**config.mk**
```make
export PLATFORM = sky130hd
export DESIGN_NAME = dram_ref_seq
export DESIGN_NICKNAME = d
export VERILOG_FILES = /design/src/rtl/dram_ref_pkg.sv /design/src/rtl/ref_interval_timer.sv /design/src/rtl/ref_pend_queue.sv /design/src/rtl/seq_phase_timer.sv /design/src/rtl/dram_ref_seq.sv
export SDC_FILE = /design/constraint.sdc
export NUM_CORES = 1
export LEC_CHECK = 0
export CAP_MARGIN = 20
export CORE_MARGIN = 2
export CORE_UTILIZATION = 38
export DETAILED_ROUTE_END_ITERATION = 8
export GPL_ROUTABILITY_DRIVEN = 0
export REMOVE_ABC_BUFFERS = 1
export SYNTH_ARGS = -nofsm -noshare
export SYNTH_HDL_FRONTEND = slang
export SYNTH_SLANG_ARGS = --single-unit
```
**constraint.sdc**
```tcl
create_clock -name clk -period 4.7 [get_ports clk]
set_input_delay 1.175 -clock clk [delete_from_list [all_inputs] [get_ports clk]]
set_output_delay 1.175 -clock clk [all_outputs]
set_load 0.1 [all_outputs]
```
**src/rtl/dram_ref_pkg.sv**
```systemverilog
package dram_ref_pkg;

    typedef enum logic [2:0] {
        ST_PAUSE   = 3'd0,
        ST_CBR_CAS = 3'd1,
        ST_CBR_RAS = 3'd2,
        ST_PRECHG  = 3'd3,
        ST_IDLE    = 3'd4
    } seq_state_t;

    function automatic int max_of4(input int a, input int b, input int c, input int d);
        int m;
        m = a;
        if (b > m) m = b;
        if (c > m) m = c;
        if (d > m) m = d;
        return m;
    endfunction

endpackage

```
**src/rtl/ref_interval_timer.sv**
```systemverilog
module ref_interval_timer #(
    parameter int INTERVAL = 1500
) (
    input  logic clk,
    input  logic rst_n,
    input  logic en,
    output logic tick
);
    localparam int TW = $clog2(INTERVAL + 1);

    logic [TW-1:0] cnt_q;

    always_ff @(posedge clk) begin
        if (!rst_n) begin
            cnt_q <= TW'(INTERVAL - 1);
        end else if (en) begin
            if (cnt_q == '0) cnt_q <= TW'(INTERVAL - 1);
            else             cnt_q <= cnt_q - 1'b1;
        end
    end

    assign tick = en && (cnt_q == '0);
endmodule

```
**src/rtl/ref_pend_queue.sv**
```systemverilog
module ref_pend_queue #(
    parameter int DEPTH = 8
) (
    input  logic clk,
    input  logic rst_n,
    input  logic push,
    input  logic pop,
    output logic nonzero,
    output logic overflow
);
    localparam int CW = $clog2(DEPTH + 1);

    logic [CW-1:0] cnt_q;
    logic          ovf_q;

    always_ff @(posedge clk) begin
        if (!rst_n) begin
            cnt_q <= '0;
            ovf_q <= 1'b0;
        end else begin
            unique case ({push, pop})
                2'b10: begin
                    if (cnt_q == CW'(DEPTH)) ovf_q <= 1'b1;
                    else                     cnt_q <= cnt_q + 1'b1;
                end
                2'b01:   cnt_q <= cnt_q - 1'b1;
                default: cnt_q <= cnt_q;
            endcase
        end
    end

    assign nonzero  = (cnt_q != '0);
    assign overflow = ovf_q;
endmodule

```
**src/rtl/seq_phase_timer.sv**
```systemverilog
module seq_phase_timer #(
    parameter int PW      = 16,
    parameter int RST_VAL = 0
) (
    input  logic          clk,
    input  logic          rst_n,
    input  logic          load,
    input  logic [PW-1:0] load_val,
    output logic          done
);
    logic [PW-1:0] cnt_q;

    always_ff @(posedge clk) begin
        if (!rst_n)              cnt_q <= PW'(RST_VAL);
        else if (load)           cnt_q <= load_val;
        else if (cnt_q != '0)    cnt_q <= cnt_q - 1'b1;
    end

    assign done = (cnt_q == '0);
endmodule

```
**src/rtl/dram_ref_seq.sv**
```systemverilog
module dram_ref_seq
    import dram_ref_pkg::*;
#(
    parameter int PAUSE_CYC    = 20000,
    parameter int T_CSR        = 2,
    parameter int T_RAS        = 6,
    parameter int T_RP         = 5,
    parameter int INIT_CYCLES  = 8,
    parameter int REF_INTERVAL = 1500,
    parameter int QDEPTH       = 8,
    parameter int CAS_W        = 4
) (
    input  logic             clk,
    input  logic             rst_n,
    input  logic             acc_req,
    input  logic             acc_busy,
    output logic             acc_gnt,
    output logic             ref_req,
    output logic             ref_err,
    output logic             init_done,
    output logic             ras_n,
    output logic [CAS_W-1:0] cas_n,
    output logic             we_n
);
    localparam int MAXLEN = max_of4(PAUSE_CYC, T_CSR, T_RAS, T_RP);
    localparam int PW     = $clog2(MAXLEN + 1);
    localparam int IW     = $clog2(INIT_CYCLES + 1);

    seq_state_t    st_q, st_d;
    logic          gnt_q, gnt_d;
    logic          done_q, done_d;
    logic [IW-1:0] icnt_q, icnt_d;
    logic          phase_done, phase_load;
    logic [PW-1:0] phase_val;
    logic          tick, pend_nz, pop;

    // Length of each timed state, loaded on entry
    seq_phase_timer #(.PW(PW), .RST_VAL(PAUSE_CYC - 1)) u_phase (
        .clk      (clk),
        .rst_n    (rst_n),
        .load     (phase_load),
        .load_val (phase_val),
        .done     (phase_done)
    );

    ref_interval_timer #(.INTERVAL(REF_INTERVAL)) u_timer (
        .clk   (clk),
        .rst_n (rst_n),
        .en    (done_q),
        .tick  (tick)
    );

    ref_pend_queue #(.DEPTH(QDEPTH)) u_queue (
        .clk      (clk),
        .rst_n    (rst_n),
        .push     (tick),
        .pop      (pop),
        .nonzero  (pend_nz),
        .overflow (ref_err)
    );

    // Next-state and transition logic
    always_comb begin
        st_d   = st_q;
        gnt_d  = gnt_q;
        done_d = done_q;
        icnt_d = icnt_q;
        pop    = 1'b0;
        unique case (st_q)
            ST_PAUSE: begin
                if (phase_done) st_d = ST_CBR_CAS;
            end
            ST_CBR_CAS: begin
                if (phase_done) st_d = ST_CBR_RAS;
            end
            ST_CBR_RAS: begin
                if (phase_done) st_d = ST_PRECHG;
            end
            ST_PRECHG: begin
                if (phase_done) begin
                    if (done_q) begin
                        st_d = ST_IDLE;
                    end else if (icnt_q == IW'(INIT_CYCLES - 1)) begin
                        done_d = 1'b1;
                        icnt_d = '0;
                        st_d   = ST_IDLE;
                    end else begin
                        icnt_d = icnt_q + 1'b1;
                        st_d   = ST_CBR_CAS;
                    end
                end
            end
            ST_IDLE: begin
                if (gnt_q && acc_busy) begin
                    gnt_d = 1'b1;
                end else if (pend_nz) begin
                    gnt_d = 1'b0;
                    pop   = 1'b1;
                    st_d  = ST_CBR_CAS;
                end else begin
                    gnt_d = acc_req;
                end
            end
            default: st_d = ST_PAUSE;
        endcase
    end

    always_comb begin
        phase_load = (st_d != st_q);
        unique case (st_d)
            ST_CBR_CAS: phase_val = PW'(T_CSR - 1);
            ST_CBR_RAS: phase_val = PW'(T_RAS - 1);
            ST_PRECHG:  phase_val = PW'(T_RP - 1);
            default:    phase_val = '0;
        endcase
    end

    // State register
    always_ff @(posedge clk) begin
        if (!rst_n) begin
            st_q   <= ST_PAUSE;
            gnt_q  <= 1'b0;
            done_q <= 1'b0;
            icnt_q <= '0;
        end else begin
            st_q   <= st_d;
            gnt_q  <= gnt_d;
            done_q <= done_d;
            icnt_q <= icnt_d;
        end
    end

    // Outputs from the current state
    always_comb begin
        ras_n     = (st_q != ST_CBR_RAS);
        cas_n     = ((st_q == ST_CBR_CAS) || (st_q == ST_CBR_RAS)) ? '0 : '1;
        we_n      = 1'b1;
        acc_gnt   = gnt_q;
        init_done = done_q;
        ref_req   = pend_nz;
    end
endmodule

```
==> metrics.txt <==
hold_ws 0.4764 ns; dpl hpwl 2.874 mm; area of the die 6340 um2; Setup Skew ~0.0055 ns; CP Launch Type flop; most frequent cells after synthesis dfxtp_1, nand2_1, nor2_1; # rows 27; Max Cap Viol 0; status finished clean; Initial Utilization around 39%; clock-pin slew on the worst setup and hold paths 0.07 ns; CTS Hold Buffers Added 0; core area 5507 um2; Power Density 252.8 nW/um2; num ports 14; area grow syn2layout 10.36%; unrepaired setup endpoints after global routing no; CP Max Fanout 7; fin nets 266; CTS Root Cell clkbuf_8; count leader, synth dfxtp_1; Placement Setup Slack 1.148 ns; syn avg cell area approximately 8.7 um2; Top FF cell, synth dfxtp_1; first-pass GRT wire length between 7 and 8 mm; First-pass DRT Iterations 4; Resized Gates After CTS 0; Post-Syn Area 2173 um2; drt via density 5.125; # setup viols final 0; Initial DRC Count a little over 60; sequential share of power a little under three fifths; worst-case clock buffer depth 2; FILL cells around 530; switching power total 127.5 uW; Setup TNS 0 ns; Fin. Hold Viols 0; vias in the first global route 1598; IO Port Bufs 12; worst skew pair latency 0.29 ns; Final min period 3.415 ns; Inserted Diodes 0; CP peak stage delay 0.98 ns; Area contributors post-synth dfxtp_1, xnor2_1, nand2_1; Max Fclk 292.8 MHz; CTS Sinks 40; worst setup path class reg -> out; Synth area leader dfxtp_1; Worst IR Drop VDD ~0.00014 V; Die Ht 79.63 um; synth warn 0; flop2flop setup slack 1.64 ns; Chip Width between 70 and 80 um; post-synth cell types between 60 and 70; Worst-Margin Slew 0.9642 ns; H-Tree Depth 2; CTS Buf Count 5; slowest CP cell clkdlybuf4s50_1; Post-DRT Antenna Nets 0; layout cells sized above 1 8.984%; WL per Instance 12.12 um; Post-synth EDFFs 0; global route overflow 0; setup bufs post-CTS 0; CTS tree yes; initial antenna violation count 0; Slew Viols, Final 0; WL final 3.976 mm; largest net degree at the start of global routing 21; Seq cells post-synth 40; crit share post-route 72.67%; clock network power share 40.2%; total track usage 13.80%; via count between 1500 and 2000; Int Power 478.8 uW; switch share 21.02%; number of remaining DRC errors 0; Arr. time, crit path 2.24 ns; cell chain of the critical path nor4_2 > inv_1 > clkdlybuf4s50_1; post-synth top area share 36.85%; Crit. End Element primary output; normalized max-slew margin 35.52%; setup slack after layout 1.285 ns; Syn Inst Count 250; worst min path class reg -> reg; Logic pwr share 3.2%; Seq/Total Area, Yosys about 37%; Worst EP required 3.52 ns; Post-synth ARST share 0%; Leakage between 0.8 and 0.9 nW
[stage by stage]
| stage | power (mW) | instance area, um2 | std cells | util, % |
|---|---|---|---|---|
| after CTS | 0.6169 | 2399 | 328 | 43.56 |
| after detailed placement | 0.3703 | 2302 | 321 | 41.81 |
| after global routing | 0.6333 | 2399 | 328 | 43.56 |
| after floorplan | 0.3612 | 2085 | 236 | - |
| after global placement | 0.3705 | 2302 | 321 | 41.81 |
| final | 0.6062 | 2399 | 328 | 43.56 |
[registers in the layout, indices dropped and copies added, names as in the netlist]
register,cells
acc_gnt,1
init_done,1
u_queue.overflow,1
u_queue.cnt_q,4
icnt_q,4
st_q,3
u_timer.cnt_q,11
u_phase.cnt_q,15
[logic make-up (layout without fill, tap and decap cells)]
family | after synthesis | in the layout | share of synthesized area [%]
fa+ha+maj | 6 | 6 | 3.800
flops | 40 | 40 | 36.85
mux | 4 | 4 | 2.418
simple gates | 115 | 115 | 30.05
compound gates | 40 | 40 | 12.84
xor+xnor | 20 | 20 | 8.060
buf+inv | 24 | 30 | 5.815
other cells | 1 | 1 | 0.1725
[cell type report]
type                    instances  area [um2]  share of cell area (%)
repair buffers                 13       127.6                   5.321
clock buffers                   7       96.34                   4.017
multi-input cells             186        1246                   51.96
flip-flops and latches         40       800.8                   33.39
well taps                      72       90.09                   3.756
inverters                      10       37.54                   1.565
[cells in the final DEF, fill, tap and decap left out, types with 2 or more instances in the layout]
master / Yosys / layout
dfxtp_1: 40 / 40
nand2b_1: 2 / 2
o21a_1: 5 / 5
o21ai_0: 12 / 12
nand3_1: 11 / 11
xor2_1: 7 / 7
and2_1: 4 / 4
o31a_1: 3 / 3
clkdlybuf4s50_1: 0 / 12
or4_1: 2 / 2
nor2_1: 20 / 20
and3_1: 2 / 2
inv_1: 10 / 10
nor3b_1: 2 / 2
ha_1: 5 / 5
clkbuf_8: 0 / 7
or3_1: 7 / 7
nor4_1: 5 / 5
a21oi_1: 5 / 5
xnor2_1: 13 / 13
a21boi_0: 2 / 2
mux2i_1: 3 / 3
nor3_1: 8 / 8
nand2_1: 28 / 28
nor2b_1: 4 / 4
or3_2: 2 / 2
nand4_1: 2 / 2
[power by group through the flow]
stage / clock [mW] / combinational [mW] / sequential [mW]
2_1_floorplan: 0 / 0.0112 / 0.350
3_3_place_gp: 0 / 0.0199 / 0.351
3_5_place_dp: 0 / 0.0197 / 0.351
4_1_cts: 0.255 / 0.0197 / 0.343
5_1_grt: 0.269 / 0.0218 / 0.343
6_report: 0.244 / 0.0195 / 0.343
[worst max-delay path, delay by kind of cell (launching register included)]
kind,cells,cell delay [ns]
and+or+nand+nor,1,0.54
buffers and inverters,2,1.06
DFF,1,0.36
[worst paths after layout]
kind / start / end / depth (start not counted)
worst max register to register: init_done$_SDFFE_PN0P_ / u_queue.cnt_q[3]$_SDFFE_PN0P_ / 10
worst max-delay path: u_queue.cnt_q[0]$_SDFFE_PN0P_ / ref_req / 3
worst min-delay path: u_queue.overflow$_SDFFE_PN0P_ / u_queue.overflow$_SDFFE_PN0P_ / 1
worst min register to register: u_queue.overflow$_SDFFE_PN0P_ / u_queue.overflow$_SDFFE_PN0P_ / 1
[layer usage]
| metal | vias up | wire length, um | GRT usage (%) |
|---|---|---|---|
| li1 | 886 | - | - |
| met1 | 775 | 1918 | 16.77 |
| met2 | 15 | 1921 | 23.19 |
| met3 | 5 | 94 | 3.620 |
| met4 | 0 | 42 | 5.345 |
| met5 | - | 0 | 0 |
Power figures use the tool's default switching activity.
